File: src/rtl/fce_pkg.sv
// Shared constants and types for the flash command interpreter.
// Assumes a 16-bit address bus and byte-wide data.
package fce_pkg;
    localparam int ADDR_W = 16;
    localparam int DATA_W = 8;

    localparam logic [ADDR_W-1:0] KEY_ADDR_A = 16'h5555;
    localparam logic [ADDR_W-1:0] KEY_ADDR_B = 16'h2AAA;

    localparam logic [DATA_W-1:0] KEY_DATA_A = 8'hAA;
    localparam logic [DATA_W-1:0] KEY_DATA_B = 8'h55;
    localparam logic [DATA_W-1:0] OPC_PROG   = 8'hA0;
    localparam logic [DATA_W-1:0] OPC_SETUP  = 8'h80;
    localparam logic [DATA_W-1:0] OPC_ERASE  = 8'h10;
    localparam logic [DATA_W-1:0] OPC_LOCK   = 8'h40;
    localparam logic [DATA_W-1:0] OPC_IDENT  = 8'h90;
    localparam logic [DATA_W-1:0] OPC_RESET  = 8'hF0;

    localparam logic [DATA_W-1:0] IDENT_MAKER = 8'h1F;
    localparam logic [DATA_W-1:0] IDENT_PART  = 8'h03;
    localparam logic [DATA_W-1:0] ERASED_BYTE = 8'hFF;

    typedef enum logic [2:0] {
        SQ_IDLE,
        SQ_KEY1,
        SQ_KEY2,
        SQ_PDATA,
        SQ_EKEY0,
        SQ_EKEY1,
        SQ_EKEY2
    } seq_t;
endpackage

File: src/rtl/fce_seq_decoder.sv
// Command sequence decoder: tracks the unlock prefix and emits one-cycle
// command pulses. It also owns the identification-mode flag.
// Assumes at most one write per cycle; writes are ignored while busy is high.
module fce_seq_decoder
    import fce_pkg::*;
(
    input  logic              clk,
    input  logic              rst_n,
    input  logic              wr_en,
    input  logic              busy,
    input  logic [ADDR_W-1:0] addr,
    input  logic [DATA_W-1:0] wdata,
    output seq_t              state_o,
    output logic              prog_req,
    output logic              erase_req,
    output logic              lock_req,
    output logic              id_mode
);
    seq_t state;
    logic wr_ok;
    logic hit_a;
    logic hit_b;

    assign wr_ok = wr_en && !busy;
    assign hit_a = (addr == KEY_ADDR_A);
    assign hit_b = (addr == KEY_ADDR_B);

    // Command pulses decoded from the current step and the incoming write.
    always_comb begin
        prog_req  = wr_ok && (state == SQ_PDATA);
        erase_req = wr_ok && (state == SQ_EKEY2) && hit_a && (wdata == OPC_ERASE);
        lock_req  = wr_ok && (state == SQ_EKEY2) && hit_a && (wdata == OPC_LOCK);
    end

    // Step register and identification flag.
    always_ff @(posedge clk) begin
        if (!rst_n) begin
            state   <= SQ_IDLE;
            id_mode <= 1'b0;
        end else if (wr_ok) begin
            if (state != SQ_PDATA && wdata == OPC_RESET) begin
                state   <= SQ_IDLE;
                id_mode <= 1'b0;
            end else begin
                case (state)
                    SQ_IDLE:  state <= (hit_a && wdata == KEY_DATA_A) ? SQ_KEY1 : SQ_IDLE;
                    SQ_KEY1:  state <= (hit_b && wdata == KEY_DATA_B) ? SQ_KEY2 : SQ_IDLE;
                    SQ_KEY2: begin
                        state <= SQ_IDLE;
                        if (hit_a) begin
                            case (wdata)
                                OPC_PROG:  state   <= SQ_PDATA;
                                OPC_SETUP: state   <= SQ_EKEY0;
                                OPC_IDENT: id_mode <= 1'b1;
                                default: ;
                            endcase
                        end
                    end
                    SQ_EKEY0: state <= (hit_a && wdata == KEY_DATA_A) ? SQ_EKEY1 : SQ_IDLE;
                    SQ_EKEY1: state <= (hit_b && wdata == KEY_DATA_B) ? SQ_EKEY2 : SQ_IDLE;
                    default:  state <= SQ_IDLE;
                endcase
            end
        end
    end

    assign state_o = state;
endmodule

File: src/rtl/fce_op_timer.sv
// Operation timer: holds busy for a fixed number of cycles after a program
// or erase start, and records which kind of operation is running.
// Assumes start pulses only arrive while idle.
module fce_op_timer #(
    parameter int PROG_CYCLES  = 8,
    parameter int ERASE_CYCLES = 20
) (
    input  logic clk,
    input  logic rst_n,
    input  logic start_prog,
    input  logic start_erase,
    output logic busy,
    output logic prog_active
);
    localparam int MAX_CYC = (ERASE_CYCLES > PROG_CYCLES) ? ERASE_CYCLES : PROG_CYCLES;
    localparam int CNT_W   = (MAX_CYC > 1) ? $clog2(MAX_CYC) : 1;

    logic [CNT_W-1:0] remain;

    // Load the countdown on a start and release busy when it reaches zero.
    always_ff @(posedge clk) begin
        if (!rst_n) begin
            busy        <= 1'b0;
            prog_active <= 1'b0;
            remain      <= '0;
        end else if (!busy) begin
            if (start_prog) begin
                busy        <= 1'b1;
                prog_active <= 1'b1;
                remain      <= CNT_W'(PROG_CYCLES - 1);
            end else if (start_erase) begin
                busy        <= 1'b1;
                prog_active <= 1'b0;
                remain      <= CNT_W'(ERASE_CYCLES - 1);
            end
        end else if (remain == '0) begin
            busy        <= 1'b0;
            prog_active <= 1'b0;
        end else begin
            remain <= remain - 1'b1;
        end
    end
endmodule

File: src/rtl/fce_array.sv
// Storage array with AND-only programming, whole-array erase that spares a
// locked boot region, and the one-way lock flag. It also captures the last
// programmed address and byte for polling.
// Assumes command pulses come from the decoder and never arrive while busy.
module fce_array
    import fce_pkg::*;
#(
    parameter int MEM_AW  = 6,
    parameter int BOOT_AW = 5
) (
    input  logic              clk,
    input  logic              rst_n,
    input  logic              prog_req,
    input  logic              erase_req,
    input  logic              lock_req,
    input  logic [ADDR_W-1:0] addr,
    input  logic [DATA_W-1:0] wdata,
    output logic [DATA_W-1:0] rd_byte,
    output logic              lock,
    output logic              prog_start,
    output logic [ADDR_W-1:0] last_addr,
    output logic [DATA_W-1:0] last_data
);
    localparam int DEPTH      = 1 << MEM_AW;
    localparam int BOOT_DEPTH = 1 << BOOT_AW;

    logic [DATA_W-1:0] mem [DEPTH];
    logic [DEPTH-1:0]  erase_mask;
    logic              in_win;
    logic              in_boot;
    logic [MEM_AW-1:0] idx;

    assign idx     = addr[MEM_AW-1:0];
    assign in_win  = (addr[ADDR_W-1:MEM_AW] == '0);
    assign in_boot = (addr[ADDR_W-1:BOOT_AW] == '0);

    // A program is accepted unless it targets the locked boot region.
    assign prog_start = prog_req && !(lock && in_boot);

    // Per-entry erase enable: boot entries follow the lock, others always erase.
    for (genvar g = 0; g < DEPTH; g++) begin : g_mask
        if (g < BOOT_DEPTH) begin : g_boot
            assign erase_mask[g] = !lock;
        end else begin : g_main
            assign erase_mask[g] = 1'b1;
        end
    end

    // Array update: erase sets bytes to FF, program clears bits only.
    always_ff @(posedge clk) begin
        if (!rst_n) begin
            for (int i = 0; i < DEPTH; i++) mem[i] <= ERASED_BYTE;
        end else begin
            for (int i = 0; i < DEPTH; i++) begin
                if (erase_req && erase_mask[i])
                    mem[i] <= ERASED_BYTE;
                else if (prog_start && in_win && int'(idx) == i)
                    mem[i] <= mem[i] & wdata;
            end
        end
    end

    // One-way lock flag; only reset clears it.
    always_ff @(posedge clk) begin
        if (!rst_n)
            lock <= 1'b0;
        else if (lock_req)
            lock <= 1'b1;
    end

    // Record the target of the most recent accepted program for polling.
    always_ff @(posedge clk) begin
        if (!rst_n) begin
            last_addr <= '0;
            last_data <= '0;
        end else if (prog_start) begin
            last_addr <= addr;
            last_data <= wdata;
        end
    end

    assign rd_byte = in_win ? mem[idx] : ERASED_BYTE;
endmodule

File: src/rtl/fce_read_path.sv
// Read path: selects polling status, identification codes or array data and
// registers the result on each read strobe.
// Assumes busy and prog_active come from the operation timer.
module fce_read_path
    import fce_pkg::*;
(
    input  logic              clk,
    input  logic              rst_n,
    input  logic              rd_en,
    input  logic [ADDR_W-1:0] addr,
    input  logic              busy,
    input  logic              prog_active,
    input  logic [ADDR_W-1:0] last_addr,
    input  logic [DATA_W-1:0] last_data,
    input  logic              id_mode,
    input  logic              lock,
    input  logic [DATA_W-1:0] rd_byte,
    output logic [DATA_W-1:0] rdata
);
    logic              toggle;
    logic [DATA_W-1:0] rd_next;
    logic              poll_bit;

    assign poll_bit = prog_active && (addr == last_addr) && !last_data[DATA_W-1];

    // Choose the value a read in this cycle returns.
    always_comb begin
        if (busy)
            rd_next = {poll_bit, toggle, {(DATA_W-2){1'b0}}};
        else if (id_mode && addr == 16'h0000)
            rd_next = IDENT_MAKER;
        else if (id_mode && addr == 16'h0001)
            rd_next = IDENT_PART;
        else if (id_mode && addr == 16'h0002)
            rd_next = {{(DATA_W-1){1'b0}}, lock};
        else
            rd_next = rd_byte;
    end

    // Toggle bit: cleared while idle, flips on each read during an operation.
    always_ff @(posedge clk) begin
        if (!rst_n || !busy)
            toggle <= 1'b0;
        else if (rd_en)
            toggle <= ~toggle;
    end

    // Output register, loaded only by a read strobe.
    always_ff @(posedge clk) begin
        if (!rst_n)
            rdata <= '0;
        else if (rd_en)
            rdata <= rd_next;
    end
endmodule

File: src/rtl/flash_cmd_engine.sv
// Top of the flash command interpreter: decoder, timer, array and read path.
// Assumes a synchronous active-low reset and single-cycle bus strobes.
module flash_cmd_engine #(
    parameter int MEM_AW       = 6,
    parameter int BOOT_AW      = 5,
    parameter int PROG_CYCLES  = 8,
    parameter int ERASE_CYCLES = 20
) (
    input  logic        clk,
    input  logic        rst_n,
    input  logic        wr_en,
    input  logic        rd_en,
    input  logic [15:0] addr,
    input  logic [7:0]  wdata,
    output logic [7:0]  rdata,
    output logic        busy
);
    import fce_pkg::*;

    seq_t              seq_state;
    logic              prog_req;
    logic              erase_req;
    logic              lock_req;
    logic              id_mode;
    logic              lock;
    logic              prog_start;
    logic              prog_active;
    logic [ADDR_W-1:0] last_addr;
    logic [DATA_W-1:0] last_data;
    logic [DATA_W-1:0] rd_byte;

    fce_seq_decoder u_dec (
        .clk       (clk),
        .rst_n     (rst_n),
        .wr_en     (wr_en),
        .busy      (busy),
        .addr      (addr),
        .wdata     (wdata),
        .state_o   (seq_state),
        .prog_req  (prog_req),
        .erase_req (erase_req),
        .lock_req  (lock_req),
        .id_mode   (id_mode)
    );

    fce_op_timer #(
        .PROG_CYCLES  (PROG_CYCLES),
        .ERASE_CYCLES (ERASE_CYCLES)
    ) u_tmr (
        .clk         (clk),
        .rst_n       (rst_n),
        .start_prog  (prog_start),
        .start_erase (erase_req),
        .busy        (busy),
        .prog_active (prog_active)
    );

    fce_array #(
        .MEM_AW  (MEM_AW),
        .BOOT_AW (BOOT_AW)
    ) u_mem (
        .clk        (clk),
        .rst_n      (rst_n),
        .prog_req   (prog_req),
        .erase_req  (erase_req),
        .lock_req   (lock_req),
        .addr       (addr),
        .wdata      (wdata),
        .rd_byte    (rd_byte),
        .lock       (lock),
        .prog_start (prog_start),
        .last_addr  (last_addr),
        .last_data  (last_data)
    );

    fce_read_path u_rd (
        .clk         (clk),
        .rst_n       (rst_n),
        .rd_en       (rd_en),
        .addr        (addr),
        .busy        (busy),
        .prog_active (prog_active),
        .last_addr   (last_addr),
        .last_data   (last_data),
        .id_mode     (id_mode),
        .lock        (lock),
        .rd_byte     (rd_byte),
        .rdata       (rdata)
    );
endmodule

File: config.mk
export PLATFORM = sky130hd
export DESIGN_NAME = flash_cmd_engine
export DESIGN_NICKNAME = d
export VERILOG_FILES = /design/src/rtl/fce_pkg.sv /design/src/rtl/fce_seq_decoder.sv /design/src/rtl/fce_op_timer.sv /design/src/rtl/fce_array.sv /design/src/rtl/fce_read_path.sv /design/src/rtl/flash_cmd_engine.sv
export SDC_FILE = /design/constraint.sdc
export NUM_CORES = 1
export LEC_CHECK = 0
export ABC_AREA = 1
export CAP_MARGIN = 0
export CORE_MARGIN = 4
export CORE_UTILIZATION = 58
export DETAILED_ROUTE_END_ITERATION = 12
export DONT_BUFFER_PORTS = 1
export PLACE_DENSITY_LB_ADDON = 0.1
export SYNTH_ARGS = -nofsm -noshare
export SYNTH_HDL_FRONTEND = slang
export SYNTH_SLANG_ARGS = --single-unit
File: constraint.sdc
create_clock -name clk -period 2.7 [get_ports clk]
set_input_delay 0.27 -clock clk [delete_from_list [all_inputs] [get_ports clk]]
set_output_delay 0.27 -clock clk [all_outputs]
set_load 0.005 [all_outputs]
==> metrics.md <==
| Metric | Value |
|---|---|
| Status | complete, no violations |
| Area share of xor/xnor cells in the synthesized design | 0.00406 |
| Die extent in x | 228 um |
| Clk Latency, worst-skew pair | 640 ps |
| WL final | 89.0 mm |
| RR Startpoint | u_dec.state_o[0]$_SDFFE_PN0N_ |
| Port bufs | 0 |
| Rows | 80 |
| Largest family of logic cells by synthesized area | simple AND/OR/NAND/NOR gates |
| Req. time, crit path | 3030 ps |
| Worst Hold Class | primary input to flip-flop |
| TNS Setup | 0 ps |
| PwrDens | 640 nW/um^2 |
| Dominant synthesized flop cell | edfxtp_1 |
| Total track usage | 0.337 |
| Post-synthesis sequential area ratio | 0.576 |
| Gp weighted congestion | 0.926 |
| Layout cell share with drive strength beyond 1 | 0.105 |
| Rel. slew slack | 0.324 |
| Initial antenna violation count | 1 |
| Die height | 228 um |
| Design Power | 20300 uW |
| Most frequent cell on the critical path | inv_2 |
| DRT antenna net count | 0 |
| CTS H-Tree Depth | 2 |
| Synth Register Bits | 550 |
| Vias | 24.0k |
| Max incr delay on CP | 580 ps |
| Core area | 47700 um^2 |
| Critical path depth | 13 |
| DR WL/cell | 22.7 um |
| WP data arrival | 2940 ps |
| LEAKAGE | 0.0128 uW |
| Post-Synth Simple-Gate Area | 0.259 |
| CP startpoint kind | primary input |
| Starting density of the core | 0.587 |
| Critical path origin | addr[9] |
| Endpoints failing hold | 0 |
| Synth Area in Adders | 0.000893 |
| Syn Inst Count | 3202 |
| Fmax | 383 MHz |
| Starting DRT DRC Count | 3348 |
| Max-cap violations | 0 |
| Total grt overflow | 0 |
| Final Max Tran Viols | 0 |
| Area growth, synth to finish | 13.5% |
| Max clock buf depth | 3 |
| Ports | 37 |
| Post-DP HPWL | 55.0 mm |
| Vias in the first global route | 22.9k |
| Number of iterations in the first detailed-routing pass | 6 |
| Post-cts gate resize count | 0 |
| Vias per cell | 6.13 |
| Largest net degree at the start of global routing | 158 |
| Critical path, cell by cell | dlygate4sd3_1 -> inv_2 -> nand2_1 -> nor3_2 -> nand3_2 -> inv_2 -> nand2_4 -> nor2_4 -> inv_2 -> nor2_4 -> nand2_2 -> o21ai_0 -> buf_4 |
| Final worst path period need | 2610 ps |
| Post-layout util | 0.666 |
| Clock Skew | 25.1 ps |
| Clock sinks | 550 |
| Root buf cell | clkbuf_16 |
| # setup viols final | 0 |
| CTS buffer count | 57 |
| CTS tree | done |
| Critical Path Fanout Max | 8 |
| Worst path bufs/invs | 5 |
| Nets | 3287 |
| Asr flop ratio synth | 0 |
| Clock transition at path regs | 60 ps |
| Setup crit end kind | flip-flop |
| First-pass GRT wire length | 136 mm |
| Maximum vdd drop | 583 uV |
| Hold Path Stages | 2 |
| Mux share of post-synthesis cell area | 0 |
| Post-synthesis compound-gate area fraction | 0.100 |
| Unrepaired setup endpoints after global routing | no |
| Post-synth EDFFs | 512 |
| DRC Markers | 0 |
| CP delay by family, top | buffers and inverters |
| Mapped cell area | 28000 um^2 |
| Mean post-synth cell area | 8.75 um^2 |
| Mapped Nets | 3232 |
| Slowest-stage cell, CP | dlygate4sd3_1 |
| Hold_sp | wdata[2] |
| DIE AREA | 51900 um^2 |
| Kind of critical path | primary input to flip-flop |
| Synth Warn # | 0 |
| Worst Max-Slew Pin Slew | 1010 ps |
| Final period util | 0.967 |
| R2R depth | 9 |
| Unique masters post-synth | 41 |
-- cell type report --
class                   count  area (um^2)
clock buffers              64         1500
diodes                      2         5.00
inverters                 252          955
repair buffers            171         1670
flip-flops and latches    550        16100
fillers                  3875        15900
multi-input cells        2225        10200
well taps                 615          769
clock inverters            44          539
-- per-stage QoR --
step / worst slack (ps) / hold WS (ps) / std cells / area [um^2]
global route: 38.6 / 50.8 / 3921 / 31800
detailed placement: 95.6 / 415 / 3786 / 29400
global placement: 140 / 414 / 3786 / 29400
finish: 88.3 / 23.3 / 3923 / 31800
floorplan: 177 / 405 / 3202 / 28000
CTS: 108 / 4.67 / 3921 / 31800
-- flip-flops by register name (all words and copies together), names as in the netlist --
register,count
u_mem.mem,512
u_tmr.remain,5
u_rd.toggle,1
u_mem.last_addr,16
u_mem.last_data,1
u_tmr.prog_active,1
u_mem.lock,1
u_rd.rdata,8
u_dec.id_mode,1
u_dec.state_o,3
u_tmr.busy,1
-- report_power, final --
part,total [uW],internal [uW],switching [uW]
logic,1790,521,1270
clock network,8660,5210,3450
registers,9900,9690,203
-- kinds of logic after synthesis --
kind of cell / Yosys count
AND/OR/NAND/NOR: 1708
AO/OA/AOI/OAI: 502
adder cells (fa/ha/maj): 2
XOR/XNOR: 13
buffers and inverters: 427
flip-flops: 550
-- placed cells by master (no fill, tap or decap), types with 20 or more instances in the layout --
cell	n
nor2_4	26
nor2_1	115
nand2_1	1363
inv_2	20
a21oi_1	40
buf_4	128
o21ai_0	297
o22ai_1	44
clkbuf_16	59
dfxtp_1	38
dlygate4sd3_1	20
inv_1	225
o211ai_1	38
o21ai_1	23
nand3_1	117
edfxtp_1	512
a22oi_1	56
-- worst paths after layout --
| check | endpoint | slack [ps] |
|---|---|---|
| worst max register to register | u_mem.mem[20][2]$_SDFFCE_PN1P_ | 190 |
| worst max-delay path | u_mem.mem[20][2]$_SDFFCE_PN1P_ | 90 |
| worst min register to register | u_tmr.prog_active$_SDFFE_PN0P_ | 480 |
| worst min-delay path | u_mem.mem[32][2]$_SDFFCE_PN1P_ | 20 |
-- cells in the mapped netlist, drive strengths merged (10+ instances only) --
master  instances  share of area
nor3           28          0.011
nand4          12         0.0027
nor4           10         0.0025
nand3         119          0.022
a21oi          40         0.0071
clkbuf        124          0.017
o211ai         38          0.010
nand2        1372           0.18
dfxtp          38          0.027
buf            51         0.0092
inv           248          0.033
edfxtp        512           0.55
o22ai          44         0.0098
o21ai         320          0.057
nor2          164          0.035
a22oi          56          0.015
-- layer usage --
| layer | up-vias | global-route usage | wire length, um |
|---|---|---|---|
| met5 | - | 0 | 0 |
| met3 | 255 | 0.0798 | 11000 |
| met2 | 1592 | 0.519 | 39300 |
| met1 | 11400 | 0.465 | 34600 |
| li1 | 10800 | - | - |
| met4 | 0 | 0.138 | 4140 |
-- what timing repair did --
action | CTS | global route
buffers inserted | 0 | 0
hold buffers | 27 | 0
endpoints found under the hold margin | 384 | 0
Note: power is estimated with default switching activity, not from simulation.
